## config.mk

```make
export PLATFORM = sky130hd
export DESIGN_NAME = byte_alu
export DESIGN_NICKNAME = d
export VERILOG_FILES = /design/src/rtl/byte_alu_pkg.sv /design/src/rtl/balu_rst_sync.sv /design/src/rtl/balu_decode.sv /design/src/rtl/balu_addsub.sv /design/src/rtl/balu_flaggen.sv /design/src/rtl/balu_statereg.sv /design/src/rtl/byte_alu.sv
export SDC_FILE = /design/constraint.sdc
export NUM_CORES = 1
export LEC_CHECK = 0
export BUFFER_PORTS_ARGS = -buffer_cell sky130_fd_sc_hd__buf_2
export CAP_MARGIN = 10
export CORE_UTILIZATION = 51
export DETAILED_ROUTE_END_ITERATION = 10
export HOLD_SLACK_MARGIN = 0.05
export PLACE_DENSITY = 0.79
export SETUP_SLACK_MARGIN = 0.02
export SLEW_MARGIN = 20
export SYNTH_ARGS = -nofsm -noshare
export SYNTH_HDL_FRONTEND = slang
export SYNTH_SLANG_ARGS = --single-unit
```

## constraint.sdc

```tcl
create_clock -name clk -period 0.8 [get_ports clk]
set_input_delay 0.12 -clock clk [delete_from_list [all_inputs] [get_ports clk]]
set_output_delay 0.12 -clock clk [all_outputs]
set_load 0.01 [all_outputs]
```

## src/rtl/byte_alu_pkg.sv

```systemverilog
package byte_alu_pkg;

  typedef enum logic [2:0] {
    OP_ADD  = 3'd0,
    OP_SUB  = 3'd1,
    OP_AND  = 3'd2,
    OP_CMP  = 3'd3,
    OP_TEST = 3'd4
  } alu_op_e;

  typedef struct packed {
    logic carry;
    logic zero;
    logic sign;
    logic ovf;
  } alu_flags_t;

  typedef struct packed {
    logic legal;      // code maps to an operation
    logic use_logic;  // AND path instead of adder
    logic subtract;   // adder runs A - B
    logic writes;     // result is written back
  } alu_ctl_t;

endpackage

```

## src/rtl/balu_rst_sync.sv

```systemverilog
module balu_rst_sync #(
  parameter int STAGES = 2
) (
  input  logic clk,
  input  logic rst_n,
  output logic rst_n_sync
);

  logic [STAGES-1:0] chain_q;
  logic [STAGES-1:0] chain_d;

  always_comb begin
    chain_d = {chain_q[STAGES-2:0], 1'b1};
  end

  always_ff @(posedge clk or negedge rst_n) begin
    if (!rst_n) begin
      chain_q <= '0;
    end else begin
      chain_q <= chain_d;
    end
  end

  assign rst_n_sync = chain_q[STAGES-1];

endmodule

```

## src/rtl/balu_decode.sv

```systemverilog
module balu_decode
  import byte_alu_pkg::*;
(
  input  logic [2:0] op_i,
  output alu_ctl_t   ctl_o
);

  always_comb begin
    ctl_o = '0;
    case (op_i)
      OP_ADD: begin
        ctl_o.legal  = 1'b1;
        ctl_o.writes = 1'b1;
      end
      OP_SUB: begin
        ctl_o.legal    = 1'b1;
        ctl_o.subtract = 1'b1;
        ctl_o.writes   = 1'b1;
      end
      OP_CMP: begin
        ctl_o.legal    = 1'b1;
        ctl_o.subtract = 1'b1;
      end
      OP_AND: begin
        ctl_o.legal     = 1'b1;
        ctl_o.use_logic = 1'b1;
        ctl_o.writes    = 1'b1;
      end
      OP_TEST: begin
        ctl_o.legal     = 1'b1;
        ctl_o.use_logic = 1'b1;
      end
      default: ctl_o = '0;
    endcase
  end

endmodule

```

## src/rtl/balu_addsub.sv

```systemverilog
module balu_addsub #(
  parameter int WIDTH = 8
) (
  input  logic [WIDTH-1:0] a_i,
  input  logic [WIDTH-1:0] b_i,
  input  logic             subtract_i,
  output logic [WIDTH-1:0] sum_o,
  output logic             carry_o,
  output logic             ovf_o
);

  localparam int MSB = WIDTH - 1;

  logic [WIDTH-1:0] b_eff;
  logic [WIDTH:0]   total;

  always_comb begin
    b_eff   = b_i ^ {WIDTH{subtract_i}};
    total   = {1'b0, a_i} + {1'b0, b_eff} + {{WIDTH{1'b0}}, subtract_i};
    sum_o   = total[MSB:0];
    // raw borrow on subtract: inverted carry out of the top bit
    carry_o = total[WIDTH] ^ subtract_i;
    ovf_o   = (a_i[MSB] == b_eff[MSB]) && (sum_o[MSB] != a_i[MSB]);
  end

endmodule

```

## src/rtl/balu_flaggen.sv

```systemverilog
module balu_flaggen
  import byte_alu_pkg::*;
#(
  parameter int WIDTH = 8
) (
  input  alu_ctl_t         ctl_i,
  input  logic [WIDTH-1:0] a_i,
  input  logic [WIDTH-1:0] b_i,
  input  logic [WIDTH-1:0] sum_i,
  input  logic             add_carry_i,
  input  logic             add_ovf_i,
  output logic [WIDTH-1:0] value_o,
  output alu_flags_t       flags_o
);

  localparam int MSB = WIDTH - 1;

  logic [WIDTH-1:0] and_val;

  always_comb begin
    and_val = a_i & b_i;
    if (ctl_i.use_logic) begin
      value_o       = and_val;
      flags_o.carry = 1'b0;
      flags_o.ovf   = 1'b0;
    end else begin
      value_o       = sum_i;
      flags_o.carry = add_carry_i;
      flags_o.ovf   = add_ovf_i;
    end
    flags_o.zero = (value_o == '0);
    flags_o.sign = value_o[MSB];
  end

endmodule

```

## src/rtl/balu_statereg.sv

```systemverilog
module balu_statereg
  import byte_alu_pkg::*;
#(
  parameter int WIDTH = 8
) (
  input  logic             clk,
  input  logic             rst_n,
  input  logic             valid_i,
  input  alu_ctl_t         ctl_i,
  input  logic [WIDTH-1:0] value_i,
  input  alu_flags_t       flags_i,
  output logic [WIDTH-1:0] result_q,
  output logic             wr_q,
  output alu_flags_t       flags_q
);

  localparam int MSB = WIDTH - 1;

  logic             load_flags;
  logic             load_res;
  alu_flags_t       flags_d;
  logic [WIDTH-1:0] result_d;

  always_comb begin
    load_flags = valid_i && ctl_i.legal;
    load_res   = load_flags && ctl_i.writes;
    flags_d    = load_flags ? flags_i : flags_q;
    result_d   = load_res ? value_i : result_q;
  end

  always_ff @(posedge clk or negedge rst_n) begin
    if (!rst_n) begin
      flags_q  <= '0;
      result_q <= '0;
      wr_q     <= 1'b0;
    end else begin
      flags_q  <= flags_d;
      result_q <= result_d;
      wr_q     <= load_res;
    end
  end

  AST_FLAGS_HOLD: assert property (@(posedge clk) disable iff (!rst_n)
    !valid_i |=> $stable(flags_q) && $stable(result_q) && !wr_q);

  AST_NO_WRITEBACK: assert property (@(posedge clk) disable iff (!rst_n)
    (valid_i && ctl_i.legal && !ctl_i.writes) |=> !wr_q && $stable(result_q));

  AST_ZERO_MATCH: assert property (@(posedge clk) disable iff (!rst_n)
    wr_q |-> (flags_q.zero == (result_q == '0)));

  AST_SIGN_MATCH: assert property (@(posedge clk) disable iff (!rst_n)
    wr_q |-> (flags_q.sign == result_q[MSB]));

  AST_WR_PULSE: assert property (@(posedge clk) disable iff (!rst_n)
    wr_q |-> $past(valid_i));

endmodule

```

## src/rtl/byte_alu.sv

```systemverilog
module byte_alu
  import byte_alu_pkg::*;
#(
  parameter int WIDTH = 8
) (
  input  logic             clk,
  input  logic             rst_n,
  input  logic             valid_i,
  input  logic [2:0]       op_i,
  input  logic [WIDTH-1:0] a_i,
  input  logic [WIDTH-1:0] b_i,
  output logic [WIDTH-1:0] result_o,
  output logic             wr_en_o,
  output logic             carry_o,
  output logic             zero_o,
  output logic             sign_o,
  output logic             ovf_o
);

  localparam int MSB = WIDTH - 1;

  logic             rst_s;
  alu_ctl_t         ctl;
  logic [WIDTH-1:0] sum;
  logic             add_carry;
  logic             add_ovf;
  logic [WIDTH-1:0] value;
  alu_flags_t       flags_nxt;
  alu_flags_t       flags_q;

  balu_rst_sync #(.STAGES(2)) u_rst (
    .clk        (clk),
    .rst_n      (rst_n),
    .rst_n_sync (rst_s)
  );

  balu_decode u_dec (
    .op_i  (op_i),
    .ctl_o (ctl)
  );

  balu_addsub #(.WIDTH(WIDTH)) u_addsub (
    .a_i        (a_i),
    .b_i        (b_i),
    .subtract_i (ctl.subtract),
    .sum_o      (sum),
    .carry_o    (add_carry),
    .ovf_o      (add_ovf)
  );

  balu_flaggen #(.WIDTH(WIDTH)) u_flags (
    .ctl_i       (ctl),
    .a_i         (a_i),
    .b_i         (b_i),
    .sum_i       (sum),
    .add_carry_i (add_carry),
    .add_ovf_i   (add_ovf),
    .value_o     (value),
    .flags_o     (flags_nxt)
  );

  balu_statereg #(.WIDTH(WIDTH)) u_state (
    .clk      (clk),
    .rst_n    (rst_s),
    .valid_i  (valid_i),
    .ctl_i    (ctl),
    .value_i  (value),
    .flags_i  (flags_nxt),
    .result_q (result_o),
    .wr_q     (wr_en_o),
    .flags_q  (flags_q)
  );

  assign carry_o = flags_q.carry;
  assign zero_o  = flags_q.zero;
  assign sign_o  = flags_q.sign;
  assign ovf_o   = flags_q.ovf;

  AST_LOGIC_CLEAR: assert property (@(posedge clk) disable iff (!rst_s)
    (valid_i && (op_i == OP_AND || op_i == OP_TEST)) |=> !carry_o && !ovf_o);

  AST_ADD_NO_OVF: assert property (@(posedge clk) disable iff (!rst_s)
    (valid_i && op_i == OP_ADD && a_i[MSB] != b_i[MSB]) |=> !ovf_o);

  AST_SUB_NO_OVF: assert property (@(posedge clk) disable iff (!rst_s)
    (valid_i && (op_i == OP_SUB || op_i == OP_CMP) && a_i[MSB] == b_i[MSB]) |=> !ovf_o);

  AST_SUB_BORROW: assert property (@(posedge clk) disable iff (!rst_s)
    (valid_i && (op_i == OP_SUB || op_i == OP_CMP)) |=> (carry_o == ($past(a_i) < $past(b_i))));

  AST_BAD_CODE: assert property (@(posedge clk) disable iff (!rst_s)
    (valid_i && op_i > 3'd4) |=> $stable({carry_o, zero_o, sign_o, ovf_o}) && !wr_en_o);

endmodule

```

==> results.md, run 1 <==
Global route:
- The via count of the first global-routing pass is 1266.
- The total overflow left after global routing is 0.
- The first-pass GRT wire length is ~5400 um.
- The initial antenna violation count is 0.
- Global routing consumed, over all layers together, slightly below 30% of the routing resources.
- The pin count of the biggest net entering global routing is 14.

Placed design:
- The placement-stage cell area is about 0.0017 mm^2.
- The final weighted congestion in routability-driven placement is 0.869.
- The count of buffers added on input and output ports is 34.
- The HPWL after detailed placement is ~2400 um.

Logic synthesis:
- For this run, the number of Yosys warnings is 0.
- In the synthesized netlist, the number of instances is 120.
- The mean instance size in the synthesized netlist is 9.72 um^2.
- The mapped cell area is 0.00117 mm^2.
- Multiplexer cells account for 5.69% of the synthesized area.
- The proportion of synthesized chip area in sequential cells is 32.2%.
- The synthesized-area fraction occupied by ao, oa, aoi and oai cells is 23.1%.
- Counting flops with an async set or reset pin after synthesis yields a share of 100%.
- Counting every net in the synthesized netlist gives 153.
- The area fraction in and, or, nand and nor cells after synthesis is about an eighth.
- The leading register cell type out of synthesis is sky130_fd_sc_hd__dfrtp_1.
- The synthesized netlist devotes approximately 12% of its cell area to adder and majority cells.
- By area, the combinational part of the netlist is dominated by compound AO/OA/AOI/OAI gates.
- Counting flops and latches in the post-synthesis netlist gives 15.
- The xor and xnor area share after synthesis is 10.4%.
- The distinct cell type count of the synthesized netlist is 40.
- The number of synthesized flops with an enable pin is 0.

Finish:
- The area overhead of the layout relative to synthesis is 61.1%.
- The most frequent standard cell in the layout excluding fill and tap cells is sky130_fd_sc_hd__buf_4.
- The number of antenna diodes in the final layout is 0.
- The final core utilization is 91.1%.
- The final design area excluding fillers is approximately 0.0019 mm^2.
- Leaving out fill and tap cells, the most frequent cells in the layout are sky130_fd_sc_hd__buf_4 (38), sky130_fd_sc_hd__buf_2 (33), sky130_fd_sc_hd__dfrtp_1 (15).
- For this run, the post-layout net count is 233.
- The share of cells above drive strength 1 is between 50% and 60%.

Power and ir drop:
- Across the VDD grid, the largest voltage drop is 1.69 mV.
- Per report_power, the clock group accounts for a little over an eighth of the total.
- The share of total power dissipated in sequential elements is between 30% and 40%.
- Dividing total power by cell area gives a power density of between 1500 and 2000 mW/mm^2.
- The leakage power summed over all cells is 0.944 nW.
- After layout, the design draws a total of approximately 0.0033 W.
- Of the total power, the share spent switching nets is ~40%.
- The internal power of the cells totals between 0.002 and 0.0025 W.
- Of the total power, combinational logic draws between 50% and 60%.
- The switching power summed over all nets is around 0.0013 W.

Outcome:
- The final reports fail on setup timing.
- The run finished, with violations left.

Floorplan:
- The die width is approximately 50 um.
- The floorplan has 16 rows.
- For this configuration, the core starts out at a cell density of 56.6%.
- The die covers 0.00248 mm^2.
- The standard cell core area is 0.00206 mm^2.
- The boundary pin count is 35.
- The chip height is 49.8 um.

STA:
- The setup clock skew after layout is 0.475 ps.
- The smallest clock period supported by the final layout is computed as between 2000 and 2500 ps.
- The hold violation count in the final report is 0.
- The setup slack after layout is -1250 ps.
- Setup repair after global routing could not meet its margin everywhere.
- The count of final setup violators is 25.
- Static timing analysis puts the maximum clock frequency at between 400 and 500 MHz.
- The worst path uses 256% of the clock period.
- The count of final max-slew check failures was 0.

Routing:
- The average wire length per cell after detail routing is about 21 um.
- The routed layout has between 1000 and 1500 vias.
- The first routing iteration left 40 violations.
- Once detail routing completed, the nets flagged for antenna violations numbered 0.
- After detailed routing, the number of vias per cell comes to roughly 6.3.
- For this run, the detailed router's first-pass iteration total came to 5.
- Wires add up to 4770 um.
- The post-route DRC violation count is 0.

Worst setup path:
- By startpoint and endpoint, the worst setup path is classified as primary input to register.
- STA classifies the critical path startpoint as a primary input.
- The arrival time at the worst endpoint is around 2200 ps.
- The number of cells on the worst reg-to-reg path is 2.
- Along the worst path, the maximum fanout reaches 5.
- At the worst endpoint, the required time is 1000 ps.
- The element type at the critical path end is a register.

Clock tree:
- The root buffer cell chosen for the clock tree is sky130_fd_sc_hd__clkbuf_4.
- Clock-pin slew was measured on the worst setup and hold paths at 90 ps.
- The maximum clock insertion buffer count is 2.
- The later pin in the worst-skew pair is clocked with a latency of slightly below 300 ps.
- CTS saw 15 sinks.
- TritonCTS built the clock tree.
- In this run, CTS created clock tree buffers numbering 3.
- The CTS H-tree depth is 1.

Hold path:
- The worst hold path belongs to the class primary input to asynchronous set/reset pin.

Run:
- The tool flagged a number of max-cap violations equal to 0.
[worst max-delay path, cell delays in order]
cell                        delay (ps)
sky130_fd_sc_hd__buf_6              90
sky130_fd_sc_hd__nand2b_4          180
sky130_fd_sc_hd__xnor2_4           150
sky130_fd_sc_hd__fa_2              390
sky130_fd_sc_hd__xnor2_2           170
sky130_fd_sc_hd__or3b_4            430
sky130_fd_sc_hd__a2111oi_4         320
sky130_fd_sc_hd__o2111ai_2         170
sky130_fd_sc_hd__o41ai_2           210
[flip-flops by register name, indices dropped and copies added (netlist names)]
| signal | count |
|---|---|
| u_state.result_q | 8 |
| u_state.flags_q | 4 |
| u_state.wr_q | 1 |
| u_rst.chain_q | 2 |
[worst paths after layout]
kind,startpoint,to,slack (ps)
setup / recovery,op_i[2],u_state.flags_q[2]$_DFFE_PN0P_,-1250
hold / removal,rst_n,u_rst.chain_q[0]$_DFF_PN0_,150
setup reg to reg,u_state.result_q[7]$_DFFE_PN0P_,u_state.result_q[7]$_DFFE_PN0P_,-120
hold reg to reg,u_rst.chain_q[1]$_DFF_PN0_,u_state.result_q[2]$_DFFE_PN0P_,180
max in group asynchronous,u_rst.chain_q[1]$_DFF_PN0_,u_state.result_q[7]$_DFFE_PN0P_,450
min in group clk,a_i[2],u_state.result_q[2]$_DFFE_PN0P_,290
[cell families (layout without fill, tap and decap cells)]
kind of cell               after synthesis  count (layout)
other                                    1               1
AOI/OAI and AO/OA                       36              36
adders and majority gates               11              11
buffers and inverters                    7              86
muxes                                    6               6
DFF                                     15              15
and+or+nand+nor                         31              31
xor gates and xnor gates                13              13
[per-layer routing]
layer	share of wire [%]	wire length (um)	vias to the layer above	track usage, %
met5	0	0	-	0
met4	6.2	295	0	8.57
met3	6.4	306	41	7.41
met2	52	2490	98	53.8
met1	35	1670	686	31.4
li1	-	-	594	-
[final cells by class]
type                            count  area (um^2)
Inverter                            5         18.8
Fill cell                          87          184
Multi-Input combinational cell     98          907
Tap cell                           27         33.8
Timing Repair Buffer               77          517
Sequential cell                    15          375
Clock buffer                        4         26.3
[Yosys cell counts (all sizes together) (2+ instances only)]
library cell,instances,area [um^2]
mux2,5,56.3
ha,10,125
a21o,4,30.0
xnor2,10,95.1
o31ai,3,46.3
nand2,14,52.6
a21oi,7,35.0
nor2,3,13.8
inv,5,18.8
nand3,5,25.0
nand2b,2,12.5
a2111oi,2,23.8
xor2,3,26.3
dfrtp,15,375
o21ai,12,60.1
and3,2,12.5
buf,2,12.5
[per-stage QoR]
stage	cells	hold WS, ps	worst slack (ps)	TNS [ps]
after global placement	210	-95.5	-1490	-14080
after floorplan	120	-176	-1370	-11540
after global routing	226	156	-1360	-14760
final	226	154	-1250	-13560
after CTS	222	147	-1170	-12160
after detailed placement	210	-93.4	-1520	-14680
[timing repair]
| item | CTS | global route |
|---|---|---|
| resized for setup | 16 | 9 |
| buffers inserted | 8 | 7 |
| endpoints found under the hold margin | 2 | 0 |
| endpoints found under the setup margin | 25 | 25 |
| hold buffers | 1 | 0 |
| pin swaps | 14 | 10 |
[power groups by stage]
| stage | Sequential (W) | Combinational [W] | Clock, W |
|---|---|---|---|
| 4_1_cts | 0.00100 | 0.00157 | 0.000415 |
| 3_5_place_dp | 0.00102 | 0.00140 | 0 |
| 2_1_floorplan | 0.00110 | 0.000714 | 0 |
| 3_3_place_gp | 0.00101 | 0.00135 | 0 |
| 5_1_grt | 0.00103 | 0.00195 | 0.000481 |
| 6_report | 0.00102 | 0.00185 | 0.000450 |
Note: power is estimated with default switching activity, not from simulation.
==> run 2, diff against run 1 <==
--- a/config.mk
+++ b/config.mk
@@ -11,6 +11,7 @@
 export DETAILED_ROUTE_END_ITERATION = 10
 export HOLD_SLACK_MARGIN = 0.05
 export PLACE_DENSITY = 0.79
+export REMOVE_ABC_BUFFERS = 1
 export SETUP_SLACK_MARGIN = 0.02
 export SLEW_MARGIN = 20
 export SYNTH_ARGS = -nofsm -noshare
==> results.md, run 2 <==
Floorplan:
- The boundary pin count came to 35 (unchanged).
- The die width was 49.8 um (unchanged).
- The initial core utilization is 56.6% (unchanged).
- The chip height is 49.8 um (unchanged).
- The standard-cell row count was 16 (unchanged).

Logic synthesis:
- In the post-synthesis netlist, the biggest area contributors are sky130_fd_sc_hd__dfrtp_1 (32%), sky130_fd_sc_hd__ha_1 (11%), sky130_fd_sc_hd__xnor2_1 (6.8%).
- The biggest area contributor in the post-synthesis netlist is sky130_fd_sc_hd__dfrtp_1.
- Ranked by instance count, the synthesized netlist is headed by sky130_fd_sc_hd__dfrtp_1 (15), sky130_fd_sc_hd__nand2_1 (14), sky130_fd_sc_hd__o21ai_0 (11).
- The number of synthesized flops with an enable pin is 0 (unchanged).
- The leading register cell type out of synthesis is sky130_fd_sc_hd__dfrtp_1.
- The mapped cell area came to 0.00117 mm^2 (unchanged).
- The most common cell in the synthesized netlist is sky130_fd_sc_hd__dfrtp_1.
- The mean instance size in the synthesized netlist is 9.72 um^2 (unchanged).
- The synthesis warning total was 0 (unchanged).
- The number of register bits inferred by synthesis was 15 (unchanged).
- The distinct cell type count of the synthesized netlist came to 40 (unchanged).
- The proportion of synthesized chip area in sequential cells was 32.2% (unchanged).
- The share of synthesized registers carrying an async set or reset is 100% (unchanged).
- The area share of the largest cell type after synthesis is 32.2% (unchanged).
- The cell count after synthesis is 120 (unchanged).

Outcome:
- The first error in the log reads "[ERROR GRT-0232] Routing congestion too high. Check the congestion heatmap in the GUI".
- The run stopped with a tool error.
- The run ended at global routing (5_1_grt).

Placed design:
- The placement-stage cell area is 0.00158 mm^2 (-4.2%).
- The final weighted congestion in routability-driven placement is 0.853 (-1.9%).
- The number of port buffers is 34 (unchanged).
- The post-DP HPWL is 2540 um (+7.3%).

Global route:
- Global routing finished with a remaining overflow of 5.
- The pin count of the biggest net entering global routing is 14.
- In the global route stage, overall resource usage came out at a little over half.

STA:
- After the last repair the worst path ends at a register input.
- The end pin of the worst setup path after global-route repair is u_state.flags_q[2]$_DFFE_PN0P_/D.

Clock tree:
- The CTS H-tree depth is 1 (unchanged).
- The clock net sink count is 15 (unchanged).
- The TritonCTS buffer count is 3 (unchanged).
- CTS placed an instance of sky130_fd_sc_hd__clkbuf_4 at the clock tree root.
- The maximum clock insertion buffer count is 2 (unchanged).
==> run 2: cell counts after synthesis <==
Identical to the previous run, type by type.
==> run 2: what timing repair did <==
| item | in CTS |
|---|---|
| pin swaps | 27 |
| endpoints found under the hold margin | 2 |
| endpoints found under the setup margin | 25 |
| setup buffers | 8 |
| hold buffers | 1 |
| gates resized for setup | 39 |
==> run 2: logic make-up after synthesis <==
family | Yosys count | share of synthesized area (%)
adder cells (fa/ha/maj) | 11 | 12.4
buffers and inverters | 7 | 2.68
AO/OA/AOI/OAI | 36 | 23.1
AND/OR/NAND/NOR | 31 | 13.2
multiplexers | 6 | 5.69
XOR/XNOR | 13 | 10.4
other | 1 | 0.322
flip-flops | 15 | 32.2
==> run 2: layer usage <==
layer | overflow | track usage (%)
met3 | 0 | 28.1
met2 | 3 | 80.4
met1 | 0 | 54.7
met5 | 0 | 0
met4 | 2 | 51.4
==> run 2: through the flow <==
step / setup TNS, ps / util (%) / cells / hold WS, ps / setup slack, ps
4_1_cts: -13070 / 86.9 / 219 / 144 / -1280
3_5_place_dp: -17240 / 76.8 / 209 / -94.5 / -1770
3_3_place_gp: -16110 / 76.8 / 209 / -95.7 / -1680
2_1_floorplan: -14630 / - / 118 / -176 / -1680
==> run 3, diff against run 2 <==
--- a/config.mk
+++ b/config.mk
@@ -7,12 +7,11 @@
 export LEC_CHECK = 0
 export BUFFER_PORTS_ARGS = -buffer_cell sky130_fd_sc_hd__buf_2
 export CAP_MARGIN = 10
-export CORE_UTILIZATION = 51
+export CORE_AREA = 2 2 63 65
 export DETAILED_ROUTE_END_ITERATION = 10
-export HOLD_SLACK_MARGIN = 0.05
-export PLACE_DENSITY = 0.79
+export DIE_AREA = 0 0 65 67
+export PLACE_DENSITY_LB_ADDON = 0.15
 export REMOVE_ABC_BUFFERS = 1
-export SETUP_SLACK_MARGIN = 0.02
 export SLEW_MARGIN = 20
 export SYNTH_ARGS = -nofsm -noshare
 export SYNTH_HDL_FRONTEND = slang
==> results.md, run 3 (synthesized netlist as in run 1, its figures left out) <==
Outcome:
- The flow ran to the end, but the final reports show violations.
- The final reports fail on setup timing.

Clock tree:
- The CTS H-tree depth is 1 (unchanged).
- The CTS tree is yes.
- The clock net sink count is 15 (unchanged).
- The maximum clock insertion buffer count was 2 (unchanged).
- Clock latency on the worst-skew pair, taken at its later pin, is ~250 ps.
- Clock-pin slew was measured on the worst setup and hold paths at 60 ps.
- The TritonCTS buffer count is 3 (unchanged).
- The cell at the root of the clock tree is sky130_fd_sc_hd__clkbuf_8.

Floorplan:
- After floorplanning, the core was sized to cover around 0.0036 mm^2.
- The die width is 65 um (+30%).
- The standard-cell row count is 22 (+6).
- The boundary pin count is 35 (unchanged).
- The chip height is 67 um (+34%).
- The total die area is roughly 0.0044 mm^2.
- The initial core utilization came to 32.3% (-24 points).

Power and ir drop:
- Power spread over the standard cell area amounts to 1730 mW/mm^2.
- The power share of the combinational group is roughly 56%.
- In this run switching power makes up between 30% and 40% of total power.
- The clock network power share is between 10% and 20%.
- The analysis attributes to net switching a power of 0.00127 W.
- Total power for the finished layout comes to ~0.0037 W.
- The portion of total power attributed to sequential cells is a little over a quarter.
- IR analysis of the VDD net gives a maximum drop of between 0.9 and 1 mV.
- The analysis attributes to cell leakage a power of 1.05 nW.
- Cell internal power was estimated by the tool at between 0.002 and 0.0025 W.

Worst setup path:
- The number of cells on the worst reg-to-reg path is 2.
- The worst setup path startpoint is op_i[2].
- The critical register-to-register path endpoint is u_state.result_q[7]$_DFFE_PN0P_.
- The slack of the worst reg-to-reg path is -80 ps.
- At the worst endpoint, the arrival time is approximately 2300 ps.
- The cell occurring most often along the worst timing path is sky130_fd_sc_hd__buf_6.
- STA puts the critical path data required time at roughly 930 ps.
- The most critical setup path has its endpoint at u_state.result_q[3]$_DFFE_PN0P_.
- Walking the worst path, the cells encountered are buf_8 > nand2b_4 > buf_6 > xnor2_4 > ha_4 > buf_6 > nand2_4 > buf_6 > o31ai_4 > nor2_1 > xor2_1 > buf_4 > o21ai_2 > mux2_4.
- The highest-delay cell along the critical path is sky130_fd_sc_hd__ha_4.
- In this run the critical register-to-register path is launched from u_state.result_q[7]$_DFFE_PN0P_.
- The top fanout value on the critical path is 4.
- The total stage count of the critical path is 14.
- STA classifies the critical path startpoint as a primary input.
- On the worst path, the slowest cell contributes a delay of about 300 ps.
- Counting both buffers and inverters, the worst setup path holds a total of 5.
- By startpoint and endpoint, the worst setup path is classified as primary input to register.
- Broken down by cell family, the worst path's largest delay share belongs to buffers and inverters.
- STA classifies the critical path endpoint as a register.

Finish:
- The share of cells above drive strength 1 is between 60% and 70%.
- The number of antenna diodes in the final layout is 0.
- The final design area excluding fillers is approximately 0.0021 mm^2.
- The register ranked first by flip-flop count is u_state.result_q.
- In the final layout, the registers with the most flip-flops are u_state.result_q (8), u_state.flags_q (4), u_rst.chain_q (2).
- The most frequent standard cell in the layout excluding fill and tap cells is sky130_fd_sc_hd__buf_4.
- Leaving out fill and tap cells, the most frequent cells in the layout are sky130_fd_sc_hd__buf_4 (42), sky130_fd_sc_hd__buf_2 (31), sky130_fd_sc_hd__dfrtp_1 (15).
- Measured on the finished design, the core utilization comes to 59.1%.
- The flip-flop count of the largest register after layout is 8.
- Fill cells in the final layout number about 310.
- Summing all multi-input logic gate instances after layout gives 988 um^2.
- Compared with the post-synthesis result, the final layout area differs by 82.8%.
- The post-layout net count is about 240.
- The sequential standard cell area is between 300 and 400 um^2.

Global route:
- The initial antenna violation count is 0.
- The leftover overflow at the end of global routing is 0.
- The first global-routing pass estimated roughly 6200 um of wire.
- Entering global routing, the biggest net connects 14 pins.
- The overall track demand over capacity in global routing is roughly a fifth.
- The via count of the first global-routing pass is between 1000 and 1500.

STA:
- The setup clock skew after layout is 5.74 ps.
- The worst hold slack is around 180 ps.
- The setup TNS after final layout is -14320 ps.
- The share of the cycle needed by the critical path after routing is 276%.
- The hold violation count in the final report is 0.
- Setup violations remaining at the end of the flow were counted as 26.
- The upper clock frequency limit is between 400 and 500 MHz.
- The shortest clock period the worst path allows after layout is around 2200 ps.
- The setup slack after layout is -1410 ps.
- The count of final max-slew check failures is 0.
- Setup repair after global routing could not meet its margin everywhere.

Routing:
- The post-detailed-routing wire length is between 3000 and 4000 um.
- The vias after detailed routing is 1247.
- In the routed design, unresolved DRC markers number 0.
- The count of nets left with antenna violations once routing finished came out at 0.
- The first detailed-routing pass ran for 4 iterations.
- The average wire length per cell after detail routing is 14.7 um.
- The number of vias per cell is between 4 and 5.
- The number of DRC violations after detailed-routing iteration 0 is 34.

Hold path:
- The worst hold-check path type is register to asynchronous set/reset pin.

Placed design:
- The post-DP HPWL is 2600 um (+2.5%).
- The placement-stage cell area is 0.00165 mm^2 (+4.0%).
- The number of port buffers is 34 (unchanged).
- The final weighted congestion in routability-driven placement is 0.804 (-5.8%).

Run:
- The number of max-capacitance violations reported is 0.
## run 3: what timing repair did
| action | CTS | global route |
|---|---|---|
| endpoints found under the hold margin | 2 | 0 |
| gates resized for setup | 40 | 33 |
| setup buffers | 20 | 7 |
| pin swaps | 20 | 18 |
| setup endpoints to repair | 25 | 26 |
| hold buffers | 1 | 0 |
## run 3: worst min path at each step
| stage | to | slack [ps] | cells past startpoint |
|---|---|---|---|
| 2_1_floorplan | u_rst.chain_q[0]$_DFF_PN0_ | -180 | 0 |
| 3_3_place_gp | u_rst.chain_q[1]$_DFF_PN0_ | -90 | 1 |
| 3_5_place_dp | u_rst.chain_q[1]$_DFF_PN0_ | -90 | 1 |
| 4_1_cts | u_rst.chain_q[0]$_DFF_PN0_ | 190 | 2 |
| 5_1_grt | u_rst.chain_q[1]$_DFF_PN0_ | 200 | 2 |
| 6_report | u_state.result_q[4]$_DFFE_PN0P_ | 180 | 1 |
## run 3: metrics by stage
stage / setup WS [ps] / cells
floorplan: -1680 / 118
global placement: -1730 / 235
detailed placement: -1810 / 235
CTS: -1410 / 256
global route: -1440 / 258
finish: -1410 / 258
## run 3: worst register-to-register path, delay by kind of cell (launching register included)
family	cells	cell delay [ps]
muxes	1	250
DFF	1	380
buffers and inverters	1	130
## run 3: cell type report
class / count / area share, %
Tap cell: 48 / 2.82
Multi-Input combinational cell: 98 / 46.4
Timing Repair Buffer: 88 / 30.1
Sequential cell: 15 / 17.6
Clock buffer: 4 / 2.11
Inverter: 5 / 0.998
## run 3: power groups by stage
stage	logic (W)	clock network, W	registers, W
floorplan	0.000631	0	0.00110
global placement	0.00137	0	0.00101
detailed placement	0.00139	0	0.00102
CTS	0.00170	0.000624	0.00100
global route	0.00224	0.000667	0.00103
finish	0.00208	0.000608	0.00101
## run 3: layer usage
layer	vias up	track usage [%]	part of all wire (%)	wire length, um
met5	-	0	0	0
met4	0	3.99	1.6	62
met3	8	3.38	3.6	136
met2	30	36.7	54	2030
met1	597	20.9	41	1560
li1	612	-	-	-
==> run 4, diff against run 3 <==
--- a/config.mk
+++ b/config.mk
@@ -12,6 +12,7 @@
 export DIE_AREA = 0 0 65 67
 export PLACE_DENSITY_LB_ADDON = 0.15
 export REMOVE_ABC_BUFFERS = 1
+export SETUP_SLACK_MARGIN = 0.3
 export SLEW_MARGIN = 20
 export SYNTH_ARGS = -nofsm -noshare
 export SYNTH_HDL_FRONTEND = slang
==> results.md, run 4 (synthesized netlist as in run 1, its figures left out) <==
Finish:
- The most frequent standard cell in the layout excluding fill and tap cells is sky130_fd_sc_hd__buf_4.
- The area growth from synthesis to layout is 87.3%.
- The number of diodes added for antenna fixing was 0 (unchanged).
- The number of filler cells placed in the layout came to 309 (-1.6%).
- The flip-flop count of the largest register after layout was 8 (unchanged).
- Leaving out fill and tap cells, the most frequent cells in the layout are sky130_fd_sc_hd__buf_4 (42), sky130_fd_sc_hd__buf_2 (31), sky130_fd_sc_hd__buf_6 (19).
- The post-layout net count is 250 (+2.5%).
- The share of cells above drive strength 1 is 60.6% (-1.3 points).
- In the final layout, the registers with the most flip-flops are u_state.result_q (8), u_state.flags_q (4), u_rst.chain_q (2).
- The register with the most flip-flops in the final layout is u_state.result_q.
- The final cell count without fillers is 264 (+2.3%).

Floorplan:
- The die width came to 65 um (unchanged).
- The boundary pin count is 35 (unchanged).
- The initial core utilization is 32.3% (unchanged).
- The total die area was 0.00436 mm^2 (unchanged).
- The chip height came to 67 um (unchanged).
- The standard cell core area is 0.00361 mm^2 (unchanged).
- The standard-cell row count is 22 (unchanged).

Placed design:
- The instance count after placement with tap cells included is 235 (unchanged).
- The final weighted congestion in routability-driven placement is 0.804 (unchanged).
- The post-DP HPWL is 2600 um (unchanged).
- The number of port buffers is 34 (unchanged).

Routing:
- The vias after detailed routing is 1288 (+3.3%).
- The number of search-and-repair iterations in the first detailed-routing pass is 4 (unchanged).
- The number of vias per cell is 4.88 (+0.94%).
- The average wire length per cell after detail routing is 14.8 um (+0.77%).
- The post-detailed-routing wire length is 3910 um (+3.1%).
- The number of routed nets with antenna violations was 0 (unchanged).
- The number of DRC violations after detailed-routing iteration 0 is 64 (+88%).
- The post-route DRC violation count is 0 (unchanged).

STA:
- The hold violation count in the final report is 0 (unchanged).
- The shortest clock period the worst path allows after layout is 2190 ps (-21.3 ps).
- The count of final setup violators is 26 (unchanged).
- The setup slack after layout is -1390 ps (+21.2 ps).
- The setup clock skew after layout is 4.88 ps (-0.860 ps).
- Setup repair after global routing could not meet its margin everywhere.
- The upper clock frequency limit was 457 MHz (+0.97%).
- The count of final max-slew check failures is 0 (unchanged).
- The share of the cycle needed by the critical path after routing came to 274% (-2.7 points).

Outcome:
- The flow ran to the end, but the final reports show violations.
- The final reports fail on setup timing.

Worst setup path:
- The critical path's top delay family is compound AO/OA/AOI/OAI gates.
- The signal on the critical path passes through buf_8 > nand2b_4 > buf_6 > xnor2_4 > ha_4 > buf_6 > nand2_4 > buf_6 > o31ai_4 > buf_6 > o21ai_4 > a21oi_2 > o31ai_2 > buf_4 > o41ai_2.
- The top fanout value on the critical path is 4 (unchanged).
- The highest-delay cell along the critical path is sky130_fd_sc_hd__o41ai_2.
- The element type at the critical path end is a register.
- The startpoint-to-endpoint class of the critical path is primary input to register.
- The largest stage delay on the critical path is 310 ps (about the same).
- The number of buffer and inverter instances along the worst setup path came to 6 (+1).
- The required time of the critical path is 950 ps (+20 ps).
- The arrival time at the worst endpoint is 2340 ps (about the same).
- STA classifies the critical path startpoint as a primary input.
- Among the stages of the critical path, the cell type that occurs most often is sky130_fd_sc_hd__buf_6.

Clock tree:
- The cell at the root of the clock tree is sky130_fd_sc_hd__clkbuf_8.
- The TritonCTS buffer count was 3 (unchanged).
- The clock-pin slew of the registers on the worst-case setup and hold paths is 60 ps (about the same).
- The clock insertion delay at the later pin of the skew report came to 250 ps (about the same).
- The clock net sink count came to 15 (unchanged).
- TritonCTS built the clock tree.
- The CTS H-tree depth is 1 (unchanged).
- The maximum clock insertion buffer count is 2 (unchanged).

Global route:
- The pin count of the biggest net entering global routing is 14 (unchanged).
- The first-pass GRT wire length is 6070 um (-2.8%).
- The leftover overflow at the end of global routing was 0 (unchanged).
- The via count of the first global-routing pass is 1340 (-2.0%).
- The overall track demand over capacity in global routing is 18.3% (-0.43 points).
- The initial antenna violation count is 0 (unchanged).

Hold path:
- The worst hold-check path type is register to asynchronous set/reset pin.

Power and ir drop:
- The maximum vdd ir drop is 0.975 mV (-1.6%).
- The leakage power summed over all cells is 1.07 nW (+1.8%).
- The post-layout total power came to 0.00367 W (-0.68%).
- The areal power density over the cells is 1680 mW/mm^2 (-3.1%).

Run:
- The number of max-capacitance violations reported is 0 (unchanged).
## run 4: path summary, 6_finish.rpt
kind,startpoint,end,slack (ps),depth (start not counted)
setup / recovery,op_i[2],u_state.flags_q[2]$_DFFE_PN0P_,-1390,15
hold / removal,u_rst.chain_q[1]$_DFF_PN0_,u_state.result_q[4]$_DFFE_PN0P_,180,1
setup reg to reg,u_state.flags_q[0]$_DFFE_PN0P_,u_state.flags_q[0]$_DFFE_PN0P_,-40,2
hold reg to reg,u_rst.chain_q[1]$_DFF_PN0_,u_state.result_q[4]$_DFFE_PN0P_,180,1
max in group asynchronous,u_rst.chain_q[1]$_DFF_PN0_,u_state.wr_q$_DFF_PN0_,450,1
min in group clk,b_i[5],u_state.flags_q[2]$_DFFE_PN0P_,290,4
## run 4: metal layers
layer	GRT usage (%)	part of all wire, %
met5	0	0
met4	6.12	3.6
met3	3.38	3.5
met2	34.7	52
met1	20.5	40
## run 4: metrics by stage
stage | hold WS [ps] | TNS (ps) | utilization (%) | area, um^2 | setup WS [ps]
after floorplan | -176 | -14630 | - | 1150 | -1680
after global placement | -95.0 | -16850 | 45.7 | 1650 | -1730
after detailed placement | -90.2 | -17630 | 45.7 | 1650 | -1810
after CTS | 187 | -14700 | 54.6 | 1970 | -1410
after global routing | 193 | -16310 | 60.6 | 2180 | -1450
final | 185 | -15140 | 60.6 | 2180 | -1390
## run 4: where the power goes
group / switching (W) / leakage (nW) / internal (W)
Sequential: 0.0000828 / 0.188 / 0.000925
Clock: 0.000250 / 0.0228 / 0.000352
Combinational: 0.000918 / 0.864 / 0.00115
## run 4: final cells by class
class	count	area, um^2	area share (%)
well taps	48	60.1	2.75
flip-flops and latches	15	375	17.2
clock buffers	4	45.0	2.06
inverters	5	21.3	0.974
multi-input cells	98	973	44.6
repair buffers	94	709	32.5
## run 4: what timing repair did
| item | 4_1_cts | 5_1_grt |
|---|---|---|
| pin swaps | 14 | 21 |
| hold buffers | 1 | 0 |
| buffers inserted | 18 | 6 |
| resized for setup | 39 | 30 |
| endpoints found under the setup margin | 26 | 26 |
| endpoints found under the hold margin | 2 | 0 |
